[src/rtl/rtc_alarm_pkg.sv]
package rtc_alarm_pkg;
  localparam int BYTE_W   = 8;
  localparam int A1_BYTES = 4;
  localparam int A2_BYTES = 3;
  localparam int ALM_CNT  = A1_BYTES + A2_BYTES;

  localparam int ADR_A1_SEC  = 0;
  localparam int ADR_A2_MIN  = A1_BYTES;
  localparam int ADR_CTRL    = ALM_CNT;
  localparam int ADR_FLAGS   = ALM_CNT + 1;

  typedef struct packed {
    logic [1:0] rsv;
    logic       bkup_en;
    logic [1:0] rate;
    logic       irq_mode;
    logic       a2_en;
    logic       a1_en;
  } ctrl_t;

  localparam logic [BYTE_W-1:0] CTRL_RST = 8'h18;
endpackage

[src/rtl/rtc_alarm_match.sv]
module rtc_alarm_match #(
  parameter bit HAS_SEC = 1'b1
) (
  input  logic       tick,
  input  logic [7:0] a_sec,
  input  logic [7:0] a_min,
  input  logic [7:0] a_hour,
  input  logic [7:0] a_dd,
  input  logic [7:0] t_sec,
  input  logic [7:0] t_min,
  input  logic [7:0] t_hour,
  input  logic [7:0] t_wday,
  input  logic [7:0] t_mday,
  output logic       fire
);
  logic sec_ok, min_ok, hour_ok, dd_ok;
  logic [7:0] dd_ref;

  // ignore bit in bit 7 of every alarm byte; masked field always agrees
  always_comb begin
    if (HAS_SEC) sec_ok = a_sec[7] | ({1'b0, a_sec[6:0]} == t_sec);
    else         sec_ok = a_sec[7] & (t_sec == 8'h00);
    min_ok  = a_min[7]  | ({1'b0, a_min[6:0]}  == t_min);
    hour_ok = a_hour[7] | ({1'b0, a_hour[6:0]} == t_hour);
    dd_ref  = a_dd[6] ? t_wday : t_mday;
    dd_ok   = a_dd[7] | ({2'b00, a_dd[5:0]} == dd_ref);
    fire    = tick & sec_ok & min_ok & hour_ok & dd_ok;
  end
endmodule

[src/rtl/rtc_sqw_gen.sv]
module rtc_sqw_gen #(
  parameter int N_RATES = 4,
  parameter int RSW     = $clog2(N_RATES)
) (
  input  logic               clk,
  input  logic               rst,
  input  logic [N_RATES-1:0] taps,
  input  logic [RSW-1:0]     rate,
  output logic               wave
);
  always_ff @(posedge clk) begin
    if (rst)             wave <= 1'b1;
    else if (taps[rate]) wave <= ~wave;
  end

  AST_SQW_HOLD: assert property (@(posedge clk) disable iff (rst)
    !taps[rate] |=> $stable(wave));
endmodule

[src/rtl/rtc_pin_stage.sv]
module rtc_pin_stage (
  input  logic clk,
  input  logic rst,
  input  logic irq_mode,
  input  logic irq_req,
  input  logic wave,
  input  logic on_backup,
  input  logic bkup_en,
  output logic pin_pull_n
);
  logic blocked;
  assign blocked = on_backup & ~bkup_en;

  always_ff @(posedge clk) begin
    if (rst)          pin_pull_n <= 1'b1;
    else if (blocked) pin_pull_n <= 1'b1;
    else if (irq_mode) pin_pull_n <= ~irq_req;
    else              pin_pull_n <= wave;
  end

  AST_BACKUP_RELEASE: assert property (@(posedge clk) disable iff (rst)
    (on_backup && !bkup_en) |=> pin_pull_n);
  AST_IRQ_PULLS: assert property (@(posedge clk) disable iff (rst)
    (irq_mode && irq_req && !on_backup) |=> !pin_pull_n);
endmodule

[src/rtl/rtc_alarm_irq.sv]
module rtc_alarm_irq
  import rtc_alarm_pkg::*;
#(
  parameter int AW      = 4,
  parameter int N_RATES = 4
) (
  input  logic               clk,
  input  logic               rst,
  input  logic               tick_1hz,
  input  logic [7:0]         tm_sec,
  input  logic [7:0]         tm_min,
  input  logic [7:0]         tm_hour,
  input  logic [7:0]         tm_wday,
  input  logic [7:0]         tm_mday,
  input  logic [N_RATES-1:0] sq_taps,
  input  logic               on_backup,
  input  logic               wr_en,
  input  logic [AW-1:0]      wr_addr,
  input  logic [7:0]         wr_data,
  input  logic [AW-1:0]      rd_addr,
  output logic [7:0]         rd_data,
  output logic               pin_pull_n
);
  localparam int RSW    = $clog2(N_RATES);
  localparam int ALM_IW = $clog2(ALM_CNT);

  logic [7:0] alm_q [ALM_CNT];
  ctrl_t      ctrl_q;
  logic [1:0] flag_q;
  logic [1:0] fire;
  logic [1:0] clr;
  logic       wr_alm, wr_ctrl, wr_flags;
  logic       irq_req;
  logic       wave;
  logic [7:0] rd_mux;

  assign wr_alm   = wr_en && (int'(wr_addr) < ALM_CNT);
  assign wr_ctrl  = wr_en && (wr_addr == AW'(ADR_CTRL));
  assign wr_flags = wr_en && (wr_addr == AW'(ADR_FLAGS));

  always_ff @(posedge clk) begin
    if (rst) begin
      for (int i = 0; i < ALM_CNT; i++) alm_q[i] <= '0;
    end else if (wr_alm) begin
      alm_q[wr_addr[ALM_IW-1:0]] <= wr_data;
    end
  end

  always_ff @(posedge clk) begin
    if (rst)          ctrl_q <= ctrl_t'(CTRL_RST);
    else if (wr_ctrl) ctrl_q <= ctrl_t'({2'b00, wr_data[5:0]});
  end

  rtc_alarm_match #(.HAS_SEC(1'b1)) u_match1 (
    .tick(tick_1hz), .a_sec(alm_q[ADR_A1_SEC]), .a_min(alm_q[ADR_A1_SEC+1]),
    .a_hour(alm_q[ADR_A1_SEC+2]), .a_dd(alm_q[ADR_A1_SEC+3]),
    .t_sec(tm_sec), .t_min(tm_min), .t_hour(tm_hour),
    .t_wday(tm_wday), .t_mday(tm_mday), .fire(fire[0])
  );

  rtc_alarm_match #(.HAS_SEC(1'b0)) u_match2 (
    .tick(tick_1hz), .a_sec(8'h80), .a_min(alm_q[ADR_A2_MIN]),
    .a_hour(alm_q[ADR_A2_MIN+1]), .a_dd(alm_q[ADR_A2_MIN+2]),
    .t_sec(tm_sec), .t_min(tm_min), .t_hour(tm_hour),
    .t_wday(tm_wday), .t_mday(tm_mday), .fire(fire[1])
  );

  // sticky flags: a new hit outranks a clearing write
  genvar g;
  generate
    for (g = 0; g < 2; g++) begin : g_flag
      assign clr[g] = wr_flags && !wr_data[g];
      always_ff @(posedge clk) begin
        if (rst)          flag_q[g] <= 1'b0;
        else if (fire[g]) flag_q[g] <= 1'b1;
        else if (clr[g])  flag_q[g] <= 1'b0;
      end

      AST_FLAG_NEEDS_TICK: assert property (@(posedge clk) disable iff (rst)
        $rose(flag_q[g]) |-> $past(tick_1hz));
      AST_FLAG_HELD: assert property (@(posedge clk) disable iff (rst)
        (flag_q[g] && !clr[g]) |=> flag_q[g]);
      AST_HIT_WINS: assert property (@(posedge clk) disable iff (rst)
        fire[g] |=> flag_q[g]);
    end
  endgenerate

  assign irq_req = (flag_q[0] & ctrl_q.a1_en) | (flag_q[1] & ctrl_q.a2_en);

  rtc_sqw_gen #(.N_RATES(N_RATES), .RSW(RSW)) u_sqw (
    .clk(clk), .rst(rst), .taps(sq_taps), .rate(ctrl_q.rate[RSW-1:0]), .wave(wave)
  );

  rtc_pin_stage u_pin (
    .clk(clk), .rst(rst), .irq_mode(ctrl_q.irq_mode), .irq_req(irq_req),
    .wave(wave), .on_backup(on_backup), .bkup_en(ctrl_q.bkup_en),
    .pin_pull_n(pin_pull_n)
  );

  always_comb begin
    rd_mux = '0;
    if (int'(rd_addr) < ALM_CNT)          rd_mux = alm_q[rd_addr[ALM_IW-1:0]];
    else if (rd_addr == AW'(ADR_CTRL))    rd_mux = ctrl_q;
    else if (rd_addr == AW'(ADR_FLAGS))   rd_mux = {6'b0, flag_q};
  end

  always_ff @(posedge clk) begin
    if (rst) rd_data <= '0;
    else     rd_data <= rd_mux;
  end

  AST_CTRL_RSV_ZERO: assert property (@(posedge clk) disable iff (rst)
    (rd_addr == AW'(ADR_CTRL)) |=> (rd_data[7:6] == 2'b00));
endmodule

[config.mk]
export PLATFORM = sky130hd
export DESIGN_NAME = rtc_alarm_irq
export DESIGN_NICKNAME = d
export VERILOG_FILES = /design/src/rtl/rtc_alarm_pkg.sv /design/src/rtl/rtc_alarm_match.sv /design/src/rtl/rtc_sqw_gen.sv /design/src/rtl/rtc_pin_stage.sv /design/src/rtl/rtc_alarm_irq.sv
export SDC_FILE = /design/constraint.sdc
export NUM_CORES = 1
export LEC_CHECK = 0
export BUFFER_PORTS_ARGS = -buffer_cell sky130_fd_sc_hd__buf_2
export CAP_MARGIN = 10
export CORE_MARGIN = 1
export CORE_UTILIZATION = 50
export CTS_CLUSTER_DIAMETER = 120
export DETAILED_ROUTE_END_ITERATION = 10
export HOLD_SLACK_MARGIN = 0.03
export PLACE_DENSITY_LB_ADDON = 0.25
export SYNTH_ARGS = -nofsm -noshare
export SYNTH_HDL_FRONTEND = slang
export SYNTH_SLANG_ARGS = --single-unit
[constraint.sdc]
create_clock -name clk -period 1.65 [get_ports clk]
set_input_delay 0.165 -clock clk [delete_from_list [all_inputs] [get_ports clk]]
set_output_delay 0.165 -clock clk [all_outputs]
set_load 0.02 [all_outputs]
Yosys cells after proc, flatten, opt, wreduce, memory -nomap -nowiden
Memories as Yosys holds them, arrays and structs flattened. Index checks and enable logic that the tools add are counted.

Bits in writable memories: 56. Bits of input ports: 65. Register bits after elaboration: 18. Logic and storage cells: 79. Memories: 1.

Memories: alm_q (words 7, width 8, rd ports 8, clocked after Yosys merged registers in 0, write ports 7, line rtc_alarm_irq.sv:27) `logic [7:0] alm_q [ALM_CNT];`.

Mux-type cells: 20. Eq/ne operators: 11. Order comparisons: 3. Bitwise gates (word level): 22. Reduce and logical (&&, ||, !) cells: 12.

Operators by type and width (count): == test 7 x 8 -> 1 bit (5); two-way mux 8 bit (4); == test 6 x 8 -> 1 bit (2); two-way mux 1 bit (12); AND 1 bit (11); == test 4 x 3 -> 1 bit, second input constant (2); == test 4 bit, second input constant (2); zero test 8 bit (1); < comparator 4 x 3 -> 1 bit, second input constant (2); OR 1 bit (8); OR reduction 8 bit (1); two-way mux 6 bit (1); logical AND 1 bit (5); nonzero test 2 bit (2); < comparator 2 x 3 -> 1 bit, second input constant (1); two-way mux 3 bit (1); NOT 1 bit (3); binary-select mux 1 bit (select 2 bit) (1); zero test 1 bit (2); two-way mux 2 bit (1); OR reduction 2 bit (1).

Depth between registers and ports, before layout
Gate-level depths: netlist (run 1). An unclocked memory read counts as a cell.

Word-level depth: 8. Mapped depth: 7.

Modules after synthesis
A second synthesis (run 1) with hierarchy kept.

Cell total of the unflattened synthesis: 360. Area, all modules: 4041.4 um^2.

Modules (own cells, without submodules): rtc_alarm_irq (cells an instance 259, instances 1, area an instance 3200.6 um^2); rtc_alarm_match (u_match1) (cells an instance 50, instances 1, area an instance 399.1 um^2); rtc_alarm_match (u_match2) (cells an instance 42, instances 1, area an instance 340.3 um^2); rtc_sqw_gen (cells an instance 4, instances 1, area an instance 57.6 um^2); rtc_pin_stage (cells an instance 5, instances 1, area an instance 43.8 um^2).

Worst setup path before layout (run 1)
OpenSTA, ideal clock, no wires.

Path kind: register to register. Start point: mem alm_q[0][2]. End point: reg flag_q[0]. Path buffers: 0. Cell stages (with the launch flop): 6. Setup slack: -0.009 ns. Library setup time: 0.101 ns. Data arrival time: 1.558 ns. Period minus slack after synthesis: 1.659 ns. Data required time: 1.549 ns. Cells stage by stage: edfxtp_1 xor2_1 nor4_1 a21oi_1 or3b_2 o41ai_1.

RTL lines: from (decl) (line rtc_alarm_irq.sv:27); to (signal, indexed assignment) (line rtc_alarm_irq.sv:74) `if (rst) flag_q[g] <= 1'b0;`; to (signal, indexed assignment) (line rtc_alarm_irq.sv:75) `else if (fire[g]) flag_q[g] <= 1'b1;`; to (signal, indexed assignment) (line rtc_alarm_irq.sv:76) `else if (clr[g]) flag_q[g] <= 1'b0;`; to (decl) (line rtc_alarm_irq.sv:29) `logic [1:0] flag_q;`.

==> impl_metrics.csv, run 1 <==
group,metric,value,unit
worst_setup_path,cp.required,1.92,ns
die,die_x,91.7,um
worst_setup_path,worst-path-buf-inv,1,
global_route,grt_pass1_wl,16200,um
yosys,synth_area_leaders,"edfxtp_1, dfxtp_1, xor2_1, mux4_1, mux2i_1",
sta,fmax,586,MHz
yosys,ys_ff_latch,76,
worst_setup_path,cp_max_fo,6,
clock_network,cts_buffers,9,
die,die_y,91.7,um
status,outcome,"finished with violations",
worst_setup_path,rr_worst_depth,6,
route,viasPerCell,5.72,
yosys,synthArstFlopShare,0,%
placement,port_buffers,73,
die,start_util,51.8,%
worst_setup_path,end_kind,"register",
placement,pre_cts_ws,-0.173,ns
sta,rsz0062_at_grt,"yes",
yosys,syn_inst,345,
sta,hold_violations,0,
yosys,netlist_area,4020,um^2
global_route,grt_max_degree,20,
yosys,synth.distinct_cells,41,
power,vdd.ir_drop.worst,0.000493,V
global_route,antenna_found_initial,1,
status,violations,"setup timing",
placement,place_area,4750,um^2
die,rows,32,
power,p_int,3.12,mW
die,core_area,7770,um^2
final_layout,nets,517,
clock_network,tritoncts,"built",
sta,skew,0.00713,ns
worst_hold_path,whs_endpoint,"u_pin.pin_pull_n",
yosys,synth_most_common_cell,"nor2_1",
worst_setup_path,worst-endpoint-arrival,1.98,ns
yosys,syn_avg_cell_area,11.7,um^2
worst_setup_path,setup.worst_path.class,"reg -> reg",
route,drc,0,
yosys,ys_top_cells_by_count,"nor2_1, edfxtp_1, xor2_1",
route,drt-total-wl,10800,um
worst_setup_path,rr_endpoint,"flag_q[0]",
sta,setup_viol,3,
power,clkPwrFrac,33.2,%
flow_run,cap_violations,0,
worst_hold_path,holdPathStages,3,
route,postRouteAntennaNets,0,
power,power_density,843,nW/um^2
worst_setup_path,cpPeakStageDelay,0.48,ns
yosys,yosys.area.top_type,"edfxtp_1",
power,p_switching,1.12,mW
power,p_leak,2.06,nW
placement,globalplace.congestion,0.951,
route,drt_iter0_drc,257,
sta,slew_viol_final,0,
final_layout,drive_gt1_share,33.7,%
worst_setup_path,path_cells,"buf_4, mux2i_1, xnor2_1, nor4_2, a41oi_2, o41ai_2",
global_route,grt_remaining_overflow,0,
global_route,grt_use_total,26.9,%
die,die_area,8410,um^2
clock_network,ctsHoldBuffers,0,
worst_setup_path,r2r-start,"alm_q[3][6]",
power,switching_share,26.4,%
worst_setup_path,rrSetupSlack,-0.06,ns
global_route,grt_pass1_vias,3013,
yosys,ys.flop_type,"edfxtp_1",
route,vias,3202,
clock_network,clock_sinks,76,
sta,fin_crit,1.71,ns
power,p_seq_share,51.8,%
clock_network,clkSlewWorstSetupHoldPaths,0.08,ns
clock_network,cts_buffer_depth,2,
worst_setup_path,crit_slowest_cell,"edfxtp_1",
placement,dpl.hpwl,8530,um
yosys,yosysWarnings,0,
yosys,yosysTopAreaCellShare,37.3,%
clock_network,cts_root_buffer,"clkbuf_8",
sta,fin_setup_tns,-0.139,ns
worst_setup_path,cp_top_family,"flip-flops",
sta,timing.hold.ws,0.0393,ns
worst_hold_path,min_path_type,"in -> reg",
clock_network,clk-insertion-delay-late,0.36,ns
sta,fin_ws,-0.0574,ns
power,comb_power_share,15.0,%
worst_setup_path,critPathLaunchType,"register",
route,detail_route.wl_per_cell,19.4,um
yosys,synth_edf_count,50,
sta,period_share,103,%
final_layout,syn_to_final_growth,25.0,%
die,ioPinCount,74,
yosys,yosysSeqAreaShare,50.2,%
clock_network,cts_max_level,3,
final_layout,final_area,5030,um^2
worst_hold_path,hold_start,"on_backup",
route,dr.pass1.iters,4,
## area by class of cell
class                   count  area (um^2)
well taps                 102          128
diodes                      1         2.50
clock inverters             7         66.3
clock buffers               9          124
multi-input cells         243         1950
flip-flops and latches     76         2030
inverters                  10         37.5
fillers                   626         2740
repair buffers            112          699
## worst register-to-register path, stage by stage, from the launching register on
cell and delay [ns]:
edfxtp_1 0.48, buf_4 0.18, mux2i_1 0.16, xnor2_1 0.10, nor4_2 0.28, a41oi_2 0.19, o41ai_2 0.22
## flip-flops by register name (all words and copies together) (netlist names)
register,count
rd_data,8
flag_q,2
u_sqw.wave,1
ctrl_q,6
u_pin.pin_pull_n,1
alm_q,58
## power by group through the flow
stage / sequential, mW / clock, mW / combinational, mW
final: 2.20 / 1.41 / 0.638
after global routing: 2.20 / 1.47 / 0.684
after CTS: 2.19 / 1.40 / 0.617
after detailed placement: 2.24 / 0 / 0.596
after global placement: 2.23 / 0 / 0.585
after floorplan: 2.22 / 0 / 0.317
## cell families after synthesis
kind of cell,count (synthesis),share of synthesized area [%]
buf+inv,27,2.98
other cells,1,0.0932
compound gates,36,5.78
simple gates,115,14.3
mux,42,16.1
flops,76,50.2
xor+xnor,48,10.4
## stage by stage
step	std cells	util, %	power, mW
4_1_cts	559	64.1	4.21
5_1_grt	559	64.7	4.36
3_3_place_gp	540	61.2	2.82
3_5_place_dp	540	61.2	2.83
6_report	560	64.8	4.24
2_1_floorplan	346	-	2.53
## cell usage in the layout (no fill, tap or decap), types with 3 or more instances in the layout
cell type  netlist  final
mux2i_1         25     24
xnor2_1          7      7
xor2_1          41     40
mux4_2           5      9
clkbuf_8         0      9
or2_2            3      3
edfxtp_1        50     50
dfxtp_1         26     25
nor4_1          14      9
mux4_1          10      6
and3_1          10     10
nand2_1         12     12
nor4_2           0      5
nand2b_1         7      7
a21oi_1         12     11
nor2_1          54     54
inv_1           10     10
buf_4            0     35
buf_12           0      3
buf_2            3     73
o21ai_0          9      9
nor2b_1          5      5
## what timing repair did
item                       in CTS  in global routing
setup endpoints to repair       4                  4
setup buffers                   3                  1
pin swaps                      10                  7
resized for setup              11                  9
## layer usage
layer,vias up,part of all wire [%],track usage (%)
li1,1470,-,-
met5,-,0,0
met2,162,49,44.0
met1,1543,40,34.0
met4,0,2.7,10.8
met3,27,8.1,7.46
## how the worst max path moves through the flow
stage                startpoint           to  slack (ns)  cells after the start
global route        alm_q[3][6]    flag_q[0]       -0.12                      6
global placement    alm_q[3][6]    flag_q[0]       -0.18                      6
finish              alm_q[3][6]    flag_q[0]       -0.06                      6
CTS                 alm_q[3][6]    flag_q[0]       -0.09                      6
floorplan                   rst  alm_q[5][0]       0.008                      4
detailed placement  alm_q[3][6]    flag_q[0]       -0.17                      5
Note: power is estimated with default switching activity, not from simulation.
==> run 2: changes to the inputs <==
CORE_UTILIZATION = 40   (was 50)
==> run 2 against run 1 <==
Clock power increased by 8%. Setup slack got worse by 0.0087 ns. Total power increased by 2.5%. Non-clock buffer count up 5. The flow still finishes with violations (setup timing). Largest cell class unchanged. Critical path depth is 2 lower. Final cell count grew 6.1%. Worst hold slack better by 0.0087 ns. First-iteration DRC count shrank 37%. Clock skew fell by 0.0010 ns.
==> impl_metrics.csv, run 2 (same netlist as run 1, synthesis figures left out) <==
group,metric,value,unit
worst_hold_path,hold_start,"wr_data[4]",
clock_network,cts_buffers,9,
route,detail_route.wl_per_cell,19.1,um
worst_setup_path,rr_endpoint,"rd_data[1]",
final_layout,largest_reg_flops,58,
final_layout,fin_cells,594,
worst_setup_path,critPathLaunchType,"register",
die,die_x,102,um
route,drt_iter0_drc,162,
sta,timing.hold.ws,0.0480,ns
power,p_switching,1.07,mW
global_route,grt_use_total,23.2,%
die,rows,36,
final_layout,largestRegisters,"alm_q x58, rd_data x8, ctrl_q x6",
sta,fin_crit,1.72,ns
clock_network,clock_sinks,76,
die,ioPinCount,74,
sta,fin_ws,-0.0661,ns
route,postRouteAntennaNets,0,
sta,fmax,583,MHz
global_route,grt_max_degree,17,
clock_network,clkSlewWorstSetupHoldPaths,0.08,ns
final_layout,nets,522,
power,switching_share,24.7,%
sta,hold_violations,0,
power,power_density,852,nW/um^2
route,dr.pass1.iters,4,
die,die_y,102,um
placement,dpl.hpwl,9030,um
power,p_leak,2.10,nW
power,comb_power_share,14.7,%
sta,rsz0062_at_grt,"yes",
worst_hold_path,whs_endpoint,"ctrl_q[4]",
global_route,grt_remaining_overflow,0,
power,p_int,3.27,mW
power,vdd.ir_drop.worst,0.000622,V
route,drt-total-wl,11400,um
final_layout,drive_gt1_share,33.4,%
power,finalPower,4.35,mW
worst_setup_path,cp_max_fo,2,
global_route,grt_pass1_vias,2999,
worst_setup_path,end_kind,"register",
power,p_seq_share,50.4,%
clock_network,cts_root_buffer,"clkbuf_8",
clock_network,cts_max_level,3,
final_layout,mostFrequentLayoutCells,"buf_2, nor2_1, edfxtp_1",
clock_network,cts_buffer_depth,2,
sta,period_share,104,%
worst_setup_path,worst-endpoint-arrival,1.95,ns
die,die_area,10500,um^2
final_layout,post-route-util,52.2,%
route,vias,3118,
route,drc,0,
global_route,grt_pass1_wl,17000,um
worst_setup_path,rrSetupSlack,-0.07,ns
final_layout,final_common_cell,"buf_2",
worst_hold_path,holdPathStages,2,
status,outcome,"finished with violations",
flow_run,cap_violations,0,
sta,slew_viol_final,0,
global_route,antenna_found_initial,0,
clock_network,clk-insertion-delay-late,0.35,ns
worst_setup_path,r2r-start,"alm_q[0][1]",
final_layout,top_register,"alm_q",
sta,setup_viol,3,
worst_setup_path,cp.required,1.89,ns
final_layout,syn_to_final_growth,26.8,%
final_layout,num-fill-cells,871,
power,clkPwrFrac,34.9,%
worst_hold_path,min_path_type,"in -> reg",
clock_network,ctsHoldBuffers,0,
placement,port_buffers,73,
sta,skew,0.00612,ns
final_layout,diodes,0,
route,viasPerCell,5.25,
placement,pre_cts_ws,-0.293,ns
die,start_util,41.2,%
worst_setup_path,rr_worst_depth,4,
worst_setup_path,setup.worst_path.class,"reg -> reg",
clock_network,tritoncts,"built",
die,core_area,9770,um^2
status,violations,"setup timing",
placement,place_inst,577,
placement,globalplace.congestion,0.897,
## run 2: cell types whose count changed in the layout (fill, tap and decap cells not counted), sizes merged
cell      change
buf           +5
clkinvlp      -2
bufinv        +1
clkbuf        +1
diode         -1
inv           -1
## run 2: cell type report
type | count | area (um^2) | area share, %
tap | 133 | 166 | 3.26
inverter | 10 | 37.5 | 0.736
sequential | 76 | 2030 | 39.7
multi-input combinational | 243 | 1930 | 37.8
clock inverter | 5 | 77.6 | 1.52
clock buffer | 10 | 128 | 2.50
timing repair buffer | 117 | 737 | 14.4
## run 2: worst max-delay path by stage
| stage | from | endpoint | cells past startpoint |
|---|---|---|---|
| after detailed placement | alm_q[3][6] | flag_q[0] | 5 |
| after global routing | alm_q[3][1] | rd_data[1] | 4 |
| after CTS | alm_q[0][1] | rd_data[1] | 4 |
| after global placement | alm_q[3][6] | flag_q[0] | 5 |
| after floorplan | rst | alm_q[5][0] | 4 |
| final | alm_q[0][1] | rd_data[1] | 4 |
## run 2: worst max-delay path, cell delays in order, from the launching register on
cell	delay, ns
edfxtp_1	0.46
mux4_2	0.49
mux2_4	0.29
a222oi_1	0.29
nor2_1	0.08
## run 2: metrics by stage
stage               setup TNS, ns  area (um^2)
floorplan                       0         4030
global placement           -0.498         4840
detailed placement         -0.648         4840
CTS                        -0.109         5090
global route               -0.496         5100
finish                     -0.174         5100
## run 2: metal layers
layer  GRT usage [%]  vias up  part of all wire (%)
li1                -     1475                     -
met1            31.1     1503                    44
met2            38.4      122                    48
met3            3.76       18                   5.2
met4            7.36        0                   2.4
met5               0        -                     0
## run 2: timing repair
item / in CTS / in global routing
buffers inserted: 3 / 0
resized for setup: 14 / 2
endpoints found under the hold margin: 0 / 0
pin swaps: 15 / 2
endpoints found under the setup margin: 4 / 4
## run 2: power groups by stage
| stage | logic (mW) | registers (mW) | clock network (mW) |
|---|---|---|---|
| global placement | 0.601 | 2.23 | 0 |
| global route | 0.689 | 2.20 | 1.60 |
| detailed placement | 0.610 | 2.24 | 0 |
| floorplan | 0.317 | 2.22 | 0 |
| finish | 0.639 | 2.19 | 1.52 |
| CTS | 0.637 | 2.19 | 1.53 |
